<file path="src/rtl/fspg_pkg.sv">
package fspg_pkg;

  // Default geometry: 2**6-1 big sectors, 2**3 boot sectors, big groups of 2**2.
  localparam int unsigned FSPG_BIG_BITS   = 6;
  localparam int unsigned FSPG_SMALL_BITS = 3;
  localparam int unsigned FSPG_GRP_SHIFT  = 2;
  localparam int unsigned FSPG_OFFS_W     = 12;

  typedef enum logic {
    BOOT_BOTTOM = 1'b0,
    BOOT_TOP    = 1'b1
  } boot_e;

  function automatic int unsigned fspg_n_big(int unsigned big_bits);
    return (1 << big_bits) - 1;
  endfunction

  function automatic int unsigned fspg_n_big_grp(int unsigned big_bits, int unsigned grp_shift);
    return (fspg_n_big(big_bits) + (1 << grp_shift) - 1) >> grp_shift;
  endfunction

  function automatic int unsigned fspg_n_sec(int unsigned big_bits, int unsigned small_bits);
    return fspg_n_big(big_bits) + (1 << small_bits);
  endfunction

  function automatic int unsigned fspg_n_grp(int unsigned big_bits, int unsigned small_bits,
                                             int unsigned grp_shift);
    return fspg_n_big_grp(big_bits, grp_shift) + (1 << small_bits);
  endfunction

endpackage

</file>
<file path="src/rtl/fspg_sector_map.sv">
module fspg_sector_map #(
  parameter fspg_pkg::boot_e BOOT       = fspg_pkg::BOOT_TOP,
  parameter int unsigned     BIG_BITS   = fspg_pkg::FSPG_BIG_BITS,
  parameter int unsigned     SMALL_BITS = fspg_pkg::FSPG_SMALL_BITS,
  parameter int unsigned     GRP_SHIFT  = fspg_pkg::FSPG_GRP_SHIFT,
  parameter int unsigned     OFFS_W     = fspg_pkg::FSPG_OFFS_W,
  localparam int unsigned    SEC_W      = BIG_BITS + SMALL_BITS,
  localparam int unsigned    ADDR_W     = SEC_W + OFFS_W + 1,
  localparam int unsigned    SEC_IDX_W  = $clog2(fspg_pkg::fspg_n_sec(BIG_BITS, SMALL_BITS)),
  localparam int unsigned    GRP_W      = $clog2(fspg_pkg::fspg_n_grp(BIG_BITS, SMALL_BITS, GRP_SHIFT))
) (
  input  logic [ADDR_W-1:0]    lin_addr,
  input  logic                 byte_mode,
  output logic [SEC_IDX_W-1:0] sec_idx,
  output logic [GRP_W-1:0]     grp_idx,
  output logic                 is_small,
  output logic                 is_outer
);

  localparam int unsigned N_SMALL   = 1 << SMALL_BITS;
  localparam int unsigned N_BIG     = fspg_pkg::fspg_n_big(BIG_BITS);
  localparam int unsigned N_BIG_GRP = fspg_pkg::fspg_n_big_grp(BIG_BITS, GRP_SHIFT);

  logic [SEC_W-1:0]      field;
  logic [BIG_BITS-1:0]   hi;
  logic [SMALL_BITS-1:0] lo;

  // Byte addresses carry one extra low bit, so the field sits one place higher.
  assign field = byte_mode ? lin_addr[ADDR_W-1 -: SEC_W] : lin_addr[ADDR_W-2 -: SEC_W];
  assign hi    = field[SEC_W-1:SMALL_BITS];
  assign lo    = field[SMALL_BITS-1:0];

  if (BOOT == fspg_pkg::BOOT_TOP) begin : g_top
    // Boot sectors occupy the last big slot (hi all ones).
    always_comb begin
      is_small = &hi;
      is_outer = is_small && (lo >= SMALL_BITS'(N_SMALL - 2));
      if (is_small) begin
        sec_idx = SEC_IDX_W'(N_BIG) + SEC_IDX_W'(lo);
        grp_idx = GRP_W'(N_BIG_GRP) + GRP_W'(lo);
      end else begin
        sec_idx = SEC_IDX_W'(hi);
        grp_idx = GRP_W'(hi >> GRP_SHIFT);
      end
    end
  end else begin : g_bottom
    // Boot sectors occupy the first big slot (hi all zeros).
    always_comb begin
      is_small = ~|hi;
      is_outer = is_small && (lo < SMALL_BITS'(2));
      if (is_small) begin
        sec_idx = SEC_IDX_W'(lo);
        grp_idx = GRP_W'(lo);
      end else begin
        sec_idx = SEC_IDX_W'(hi) + SEC_IDX_W'(N_SMALL - 1);
        grp_idx = GRP_W'(N_SMALL) + GRP_W'(hi >> GRP_SHIFT);
      end
    end
  end

endmodule

</file>
<file path="src/rtl/fspg_prot_store.sv">
module fspg_prot_store #(
  parameter int unsigned   N_GRP     = 24,
  parameter int unsigned   GRP_W     = $clog2(N_GRP),
  parameter logic [N_GRP-1:0] PROT_INIT = '0
) (
  input  logic             clk,
  input  logic             rst_n,
  input  logic             set_req,
  input  logic [GRP_W-1:0] grp_sel,
  input  logic             chip_req,
  output logic [N_GRP-1:0] bits,
  output logic             all_set
);

  assign all_set = &bits;

  always_ff @(posedge clk or negedge rst_n) begin
    if (!rst_n) begin
      bits <= PROT_INIT;
    end else if (chip_req) begin
      // Clear only from the fully protected state; otherwise protect everything first.
      bits <= all_set ? '0 : '1;
    end else if (set_req) begin
      for (int g = 0; g < int'(N_GRP); g++) begin
        if (grp_sel == GRP_W'(g)) bits[g] <= 1'b1;
      end
    end
  end

endmodule

</file>
<file path="src/rtl/fspg_policy.sv">
module fspg_policy (
  input  logic stored_bit,
  input  logic is_outer,
  input  logic wp_n,
  input  logic acc_active,
  input  logic temp_unprot,
  output logic locked
);

  logic wp_guard;
  logic stored_live;

  assign wp_guard    = is_outer && !wp_n;
  assign stored_live = stored_bit && !temp_unprot;
  assign locked      = !acc_active && (wp_guard || stored_live);

endmodule

</file>
<file path="src/rtl/fspg_gate.sv">
module fspg_gate #(
  parameter fspg_pkg::boot_e BOOT       = fspg_pkg::BOOT_TOP,
  parameter int unsigned     BIG_BITS   = fspg_pkg::FSPG_BIG_BITS,
  parameter int unsigned     SMALL_BITS = fspg_pkg::FSPG_SMALL_BITS,
  parameter int unsigned     GRP_SHIFT  = fspg_pkg::FSPG_GRP_SHIFT,
  parameter int unsigned     OFFS_W     = fspg_pkg::FSPG_OFFS_W,
  localparam int unsigned    N_GRP      = fspg_pkg::fspg_n_grp(BIG_BITS, SMALL_BITS, GRP_SHIFT),
  parameter logic [N_GRP-1:0] PROT_INIT = '0,
  localparam int unsigned    SEC_W      = BIG_BITS + SMALL_BITS,
  localparam int unsigned    ADDR_W     = SEC_W + OFFS_W + 1,
  localparam int unsigned    SEC_IDX_W  = $clog2(fspg_pkg::fspg_n_sec(BIG_BITS, SMALL_BITS)),
  localparam int unsigned    GRP_W      = $clog2(N_GRP)
) (
  input  logic                 clk,
  input  logic                 rst_n,
  input  logic [ADDR_W-1:0]    lin_addr,
  input  logic                 byte_mode,
  input  logic                 op_req,
  input  logic                 prot_grp_req,
  input  logic                 chip_unprot_req,
  input  logic                 wp_n,
  input  logic                 acc_active,
  input  logic                 temp_unprot,
  output logic [SEC_IDX_W-1:0] sector_idx,
  output logic [GRP_W-1:0]     group_idx,
  output logic                 sect_locked,
  output logic                 eff_locked,
  output logic                 op_ack,
  output logic                 op_allow
);

  // Internal events brought out for the checker.
  logic             is_small;
  logic             is_outer;
  logic [N_GRP-1:0] grp_bits;
  logic             all_set;
  logic             grp_valid;

  fspg_sector_map #(
    .BOOT(BOOT), .BIG_BITS(BIG_BITS), .SMALL_BITS(SMALL_BITS),
    .GRP_SHIFT(GRP_SHIFT), .OFFS_W(OFFS_W)
  ) i_map (
    .lin_addr (lin_addr),
    .byte_mode(byte_mode),
    .sec_idx  (sector_idx),
    .grp_idx  (group_idx),
    .is_small (is_small),
    .is_outer (is_outer)
  );

  fspg_prot_store #(
    .N_GRP(N_GRP), .GRP_W(GRP_W), .PROT_INIT(PROT_INIT)
  ) i_store (
    .clk     (clk),
    .rst_n   (rst_n),
    .set_req (prot_grp_req),
    .grp_sel (group_idx),
    .chip_req(chip_unprot_req),
    .bits    (grp_bits),
    .all_set (all_set)
  );

  assign grp_valid = 32'(group_idx) < N_GRP;

  always_comb begin
    sect_locked = 1'b0;
    if (grp_valid) sect_locked = grp_bits[group_idx];
  end

  fspg_policy i_policy (
    .stored_bit (sect_locked),
    .is_outer   (is_outer),
    .wp_n       (wp_n),
    .acc_active (acc_active),
    .temp_unprot(temp_unprot),
    .locked     (eff_locked)
  );

  always_ff @(posedge clk or negedge rst_n) begin
    if (!rst_n) begin
      op_ack   <= 1'b0;
      op_allow <= 1'b0;
    end else begin
      op_ack   <= op_req;
      op_allow <= op_req && !eff_locked;
    end
  end

endmodule

</file>
<file path="config.mk">
export PLATFORM = sky130hd
export DESIGN_NAME = fspg_gate
export DESIGN_NICKNAME = d
export VERILOG_FILES = /design/src/rtl/fspg_pkg.sv /design/src/rtl/fspg_sector_map.sv /design/src/rtl/fspg_prot_store.sv /design/src/rtl/fspg_policy.sv /design/src/rtl/fspg_gate.sv
export SDC_FILE = /design/constraint.sdc
export NUM_CORES = 1
export LEC_CHECK = 0
export BUFFER_PORTS_ARGS = -buffer_cell sky130_fd_sc_hd__buf_2
export CAP_MARGIN = 20
export CORE_MARGIN = 5
export CORE_UTILIZATION = 25
export CTS_CLUSTER_DIAMETER = 200
export DETAILED_ROUTE_END_ITERATION = 8
export PLACE_DENSITY = 0.44
export SYNTH_ARGS = -nofsm -noshare
export SYNTH_HDL_FRONTEND = slang
export SYNTH_SLANG_ARGS = --single-unit
</file>
<file path="constraint.sdc">
create_clock -name clk -period 2.8 [get_ports clk]
set_input_delay 0.14 -clock clk [delete_from_list [all_inputs] [get_ports clk]]
set_output_delay 0.14 -clock clk [all_outputs]
set_load 0.05 [all_outputs]
</file>
==> metrics.cfg <==
[run_status]
status = finished clean

[detailed_routing]
wl_per_cell_um = 17.6
ant_nets = 0
vias_per_cell = 5.20
drc = 0
drtIter0Drc = 79
drt_first_pass_iters = 4
num_vias = 1914
drt-total-wl_um = 6470

[cts]
cts.sinks = 26
clkLatencyLatePin_ns = 0.27
cts_buffers = 3
post_cts_resized = 0
cts.root.buffer_cell = clkbuf_8
htree_num_levels = 1
cts_buffer_depth = 2
clkTransAtPathRegs_ns = 0.09
hold_buffers = 2
cts_setup_buffers = 0
cts_tree = done

[sta]
setup_viol = 0
worst_pin_slew_ns = 0.818
finalMaxSlewViolations = 0
min_period_over_period = 0.933
hold_viol_final = 0
setup_tns_ns = 0
setup_ws_ns = 0.189
period_minus_slack_ns = 2.61
slew_headroom = 0.453
finClkSkew_ns = 0.00635
max_freq_mhz = 383
rsz0062_at_grt = no

[synthesis]
synth_top_cell_by_area = dfrtp_1
synthTopCellsByArea = dfrtp_1, o31a_1, nor2_1
ys_async_sr_fraction = 1.00
syn_area_um2 = 2080
ys_ff_latch = 26
muxShareOfSynthArea = 0.0710
synth_top_family_by_area = compound AO/OA/AOI/OAI gates
synth_compound_area_frac = 0.308
yosys.cell_types.count = 59
synthFlopType = dfrtp_1
synth_fa_ha_area_frac = 0.0180
synth_top_area_frac = 0.313
yosysSeqAreaShare = 0.313
syn-num-nets = 261
synthXorXnorAreaFrac = 0
postSynthAreaPerCell_um2 = 9.17
yosys_warnings = 0
synth-edff-count = 0
synthSimpleGateAreaFrac = 0.229
synthCells = 227

[setup_path]
cp.required_ns = 2.66
cp.arrival_ns = 2.47
startpoint_type = input port
critPathMaxFanout = 13
endpoint_kind = output pin
r2r_setup_slack_ns = 0.76
worstSetupPathType = in -> out

[hold_path]
hold_class = in -> reg

[pwr]
power.share.clock = 0.167
p_leak_nw = 0.997
p_int_w = 0.000903
p_seq_frac = 0.413
netSwitchingFraction = 0.390
combinationalPowerShare = 0.421
vdd_drop_max_mv = 0.219
p_per_area_nw_per_um2 = 606
power_w = 0.00148
netSwitchingPower_w = 0.000578

[finish]
area_growth_pct = 17.5
n_antenna_cell = 0
fillers = 900
final_area_um2 = 2440
final_layout_size_suffix_gt1_frac = 0.300
nNetsFinal = 298
layout.cells.non_filler = 368

[global_routing]
grtUsageTotal = 0.128
grt_max_degree = 27
top_usage_layer = met2
antenna_found_initial = 0
grtUsageMet2 = 0.197
grt_pass1_wl_um = 10500
grt.overflow.total = 0
grt_pass1_vias = 1865
use_met1 = 0.196
grtUsageMet3 = 0.0117

[placement]
dpl.hpwl_um = 5030
routabilityCongestion = 0.836
placed_cell_area_um2 = 2370
dpl.cell_count = 362
port_buffers = 34
pre_cts_ws_ns = 0.197

[floorplanning]
die_w_um = 101
num_io_pins = 47
fp-row-count = 33
start_util = 0.255
die_h_um = 101
core_um2 = 8180
die-area_um2 = 10200

[flow_run]
maxCapViolCount = 0

[cell usage after synthesis (all sizes together), types with 2 or more instances]
library cell   n
nand3          8
mux2i          8
o211ai         4
a21boi         2
dfrtp         26
nor4           2
nor2b          4
a21o           4
o31a          24
or2            2
clkbuf         9
o22ai          3
o32ai          2
a21oi         10
buf            6
nor2          32
o31ai          3
nand2b         4
nor3           5
nand3b         3
nand4          6
o21ai          3
inv            5
nand2         14
ha             3
a32oi          2
a211o          2
a211oi         3
a22oi          2
mux2           6
[worst paths after layout]
path | startpoint | to | depth (start not counted)
max reg2reg | i_store.bits[12]$_DFFE_PN0P_ | op_allow$_DFF_PN0_ | 7
min | temp_unprot | op_allow$_DFF_PN0_ | 2
max in group asynchronous | rst_n | i_store.bits[2]$_DFFE_PN0P_ | 2
max | byte_mode | eff_locked | 9
min reg2reg | i_store.bits[18]$_DFFE_PN0P_ | i_store.bits[18]$_DFFE_PN0P_ | 1
min in group asynchronous | rst_n | i_store.bits[17]$_DFFE_PN0P_ | 2
[layer usage]
layer / wire length (µm) / share of wire
met2: 2870 / 0.44
met3: 201 / 0.031
met5: 0 / 0
met4: 43 / 0.0066
met1: 3360 / 0.52
[power by group through the flow]
stage	Clock [W]	Sequential, W	Combinational, W
after global placement	0	0.000616	0.000627
after global routing	0.000271	0.000627	0.000684
final	0.000247	0.000611	0.000623
after CTS	0.000255	0.000610	0.000633
after floorplan	0	0.000571	0.000476
after detailed placement	0	0.000618	0.000629
[cell usage in the layout (no fill, tap or decap), types with 2 or more instances in the layout]
master,n
buf_2,34
nor2_1,32
dfrtp_1,26
o31a_1,24
nand2_1,14
buf_4,11
a21oi_1,8
mux2i_1,8
nand3_1,8
mux2_2,6
nand4_1,6
inv_1,5
nor3_1,5
nand2b_1,4
nor2b_1,4
clkbuf_8,4
o21ai_0,3
nand3b_1,3
o22ai_1,3
o211ai_1,3
ha_1,3
a21boi_2,2
a21oi_2,2
a32oi_1,2
a21o_1,2
a211oi_1,2
o31ai_1,2
a211o_2,2
o32ai_1,2
nor4_1,2
dlygate4sd3_1,2
[flip-flops by register name, summed over array words and instances (netlist names)]
name	flops
i_store.bits	24
op_allow	1
op_ack	1
[area by class of cell]
cell class | instances | area (µm²) | share of cell area
inverter | 6 | 27.5 | 0.0113
sequential | 26 | 651 | 0.266
tap | 105 | 131 | 0.0537
multi-input combinational | 180 | 1310 | 0.535
clock buffer | 4 | 55.1 | 0.0225
timing repair buffer | 47 | 273 | 0.112
[critical path, cell delays in order]
cell and delay (ns):
buf_2 0.21, mux2_2 0.40, o211a_4 0.22, o211ai_2 0.41, nor2_1 0.09, o31ai_1 0.27
o2111ai_2 0.22, o31ai_2 0.21, buf_2 0.30
[kinds of logic (layout without fill, tap and decap cells)]
family          count (synthesis)  in the layout
compound gates                 72             72
fa+ha+maj                       3              3
buf+inv                        21             57
flops                          26             26
mux                            14             14
simple gates                   91             91
[metrics by stage]
stage	util	hold WS, ns
after floorplan	-	-0.156
after global placement	0.290	0.190
after detailed placement	0.290	0.192
after CTS	0.299	0.156
after global routing	0.299	0.157
final	0.299	0.156
Power figures use the tool's default switching activity.
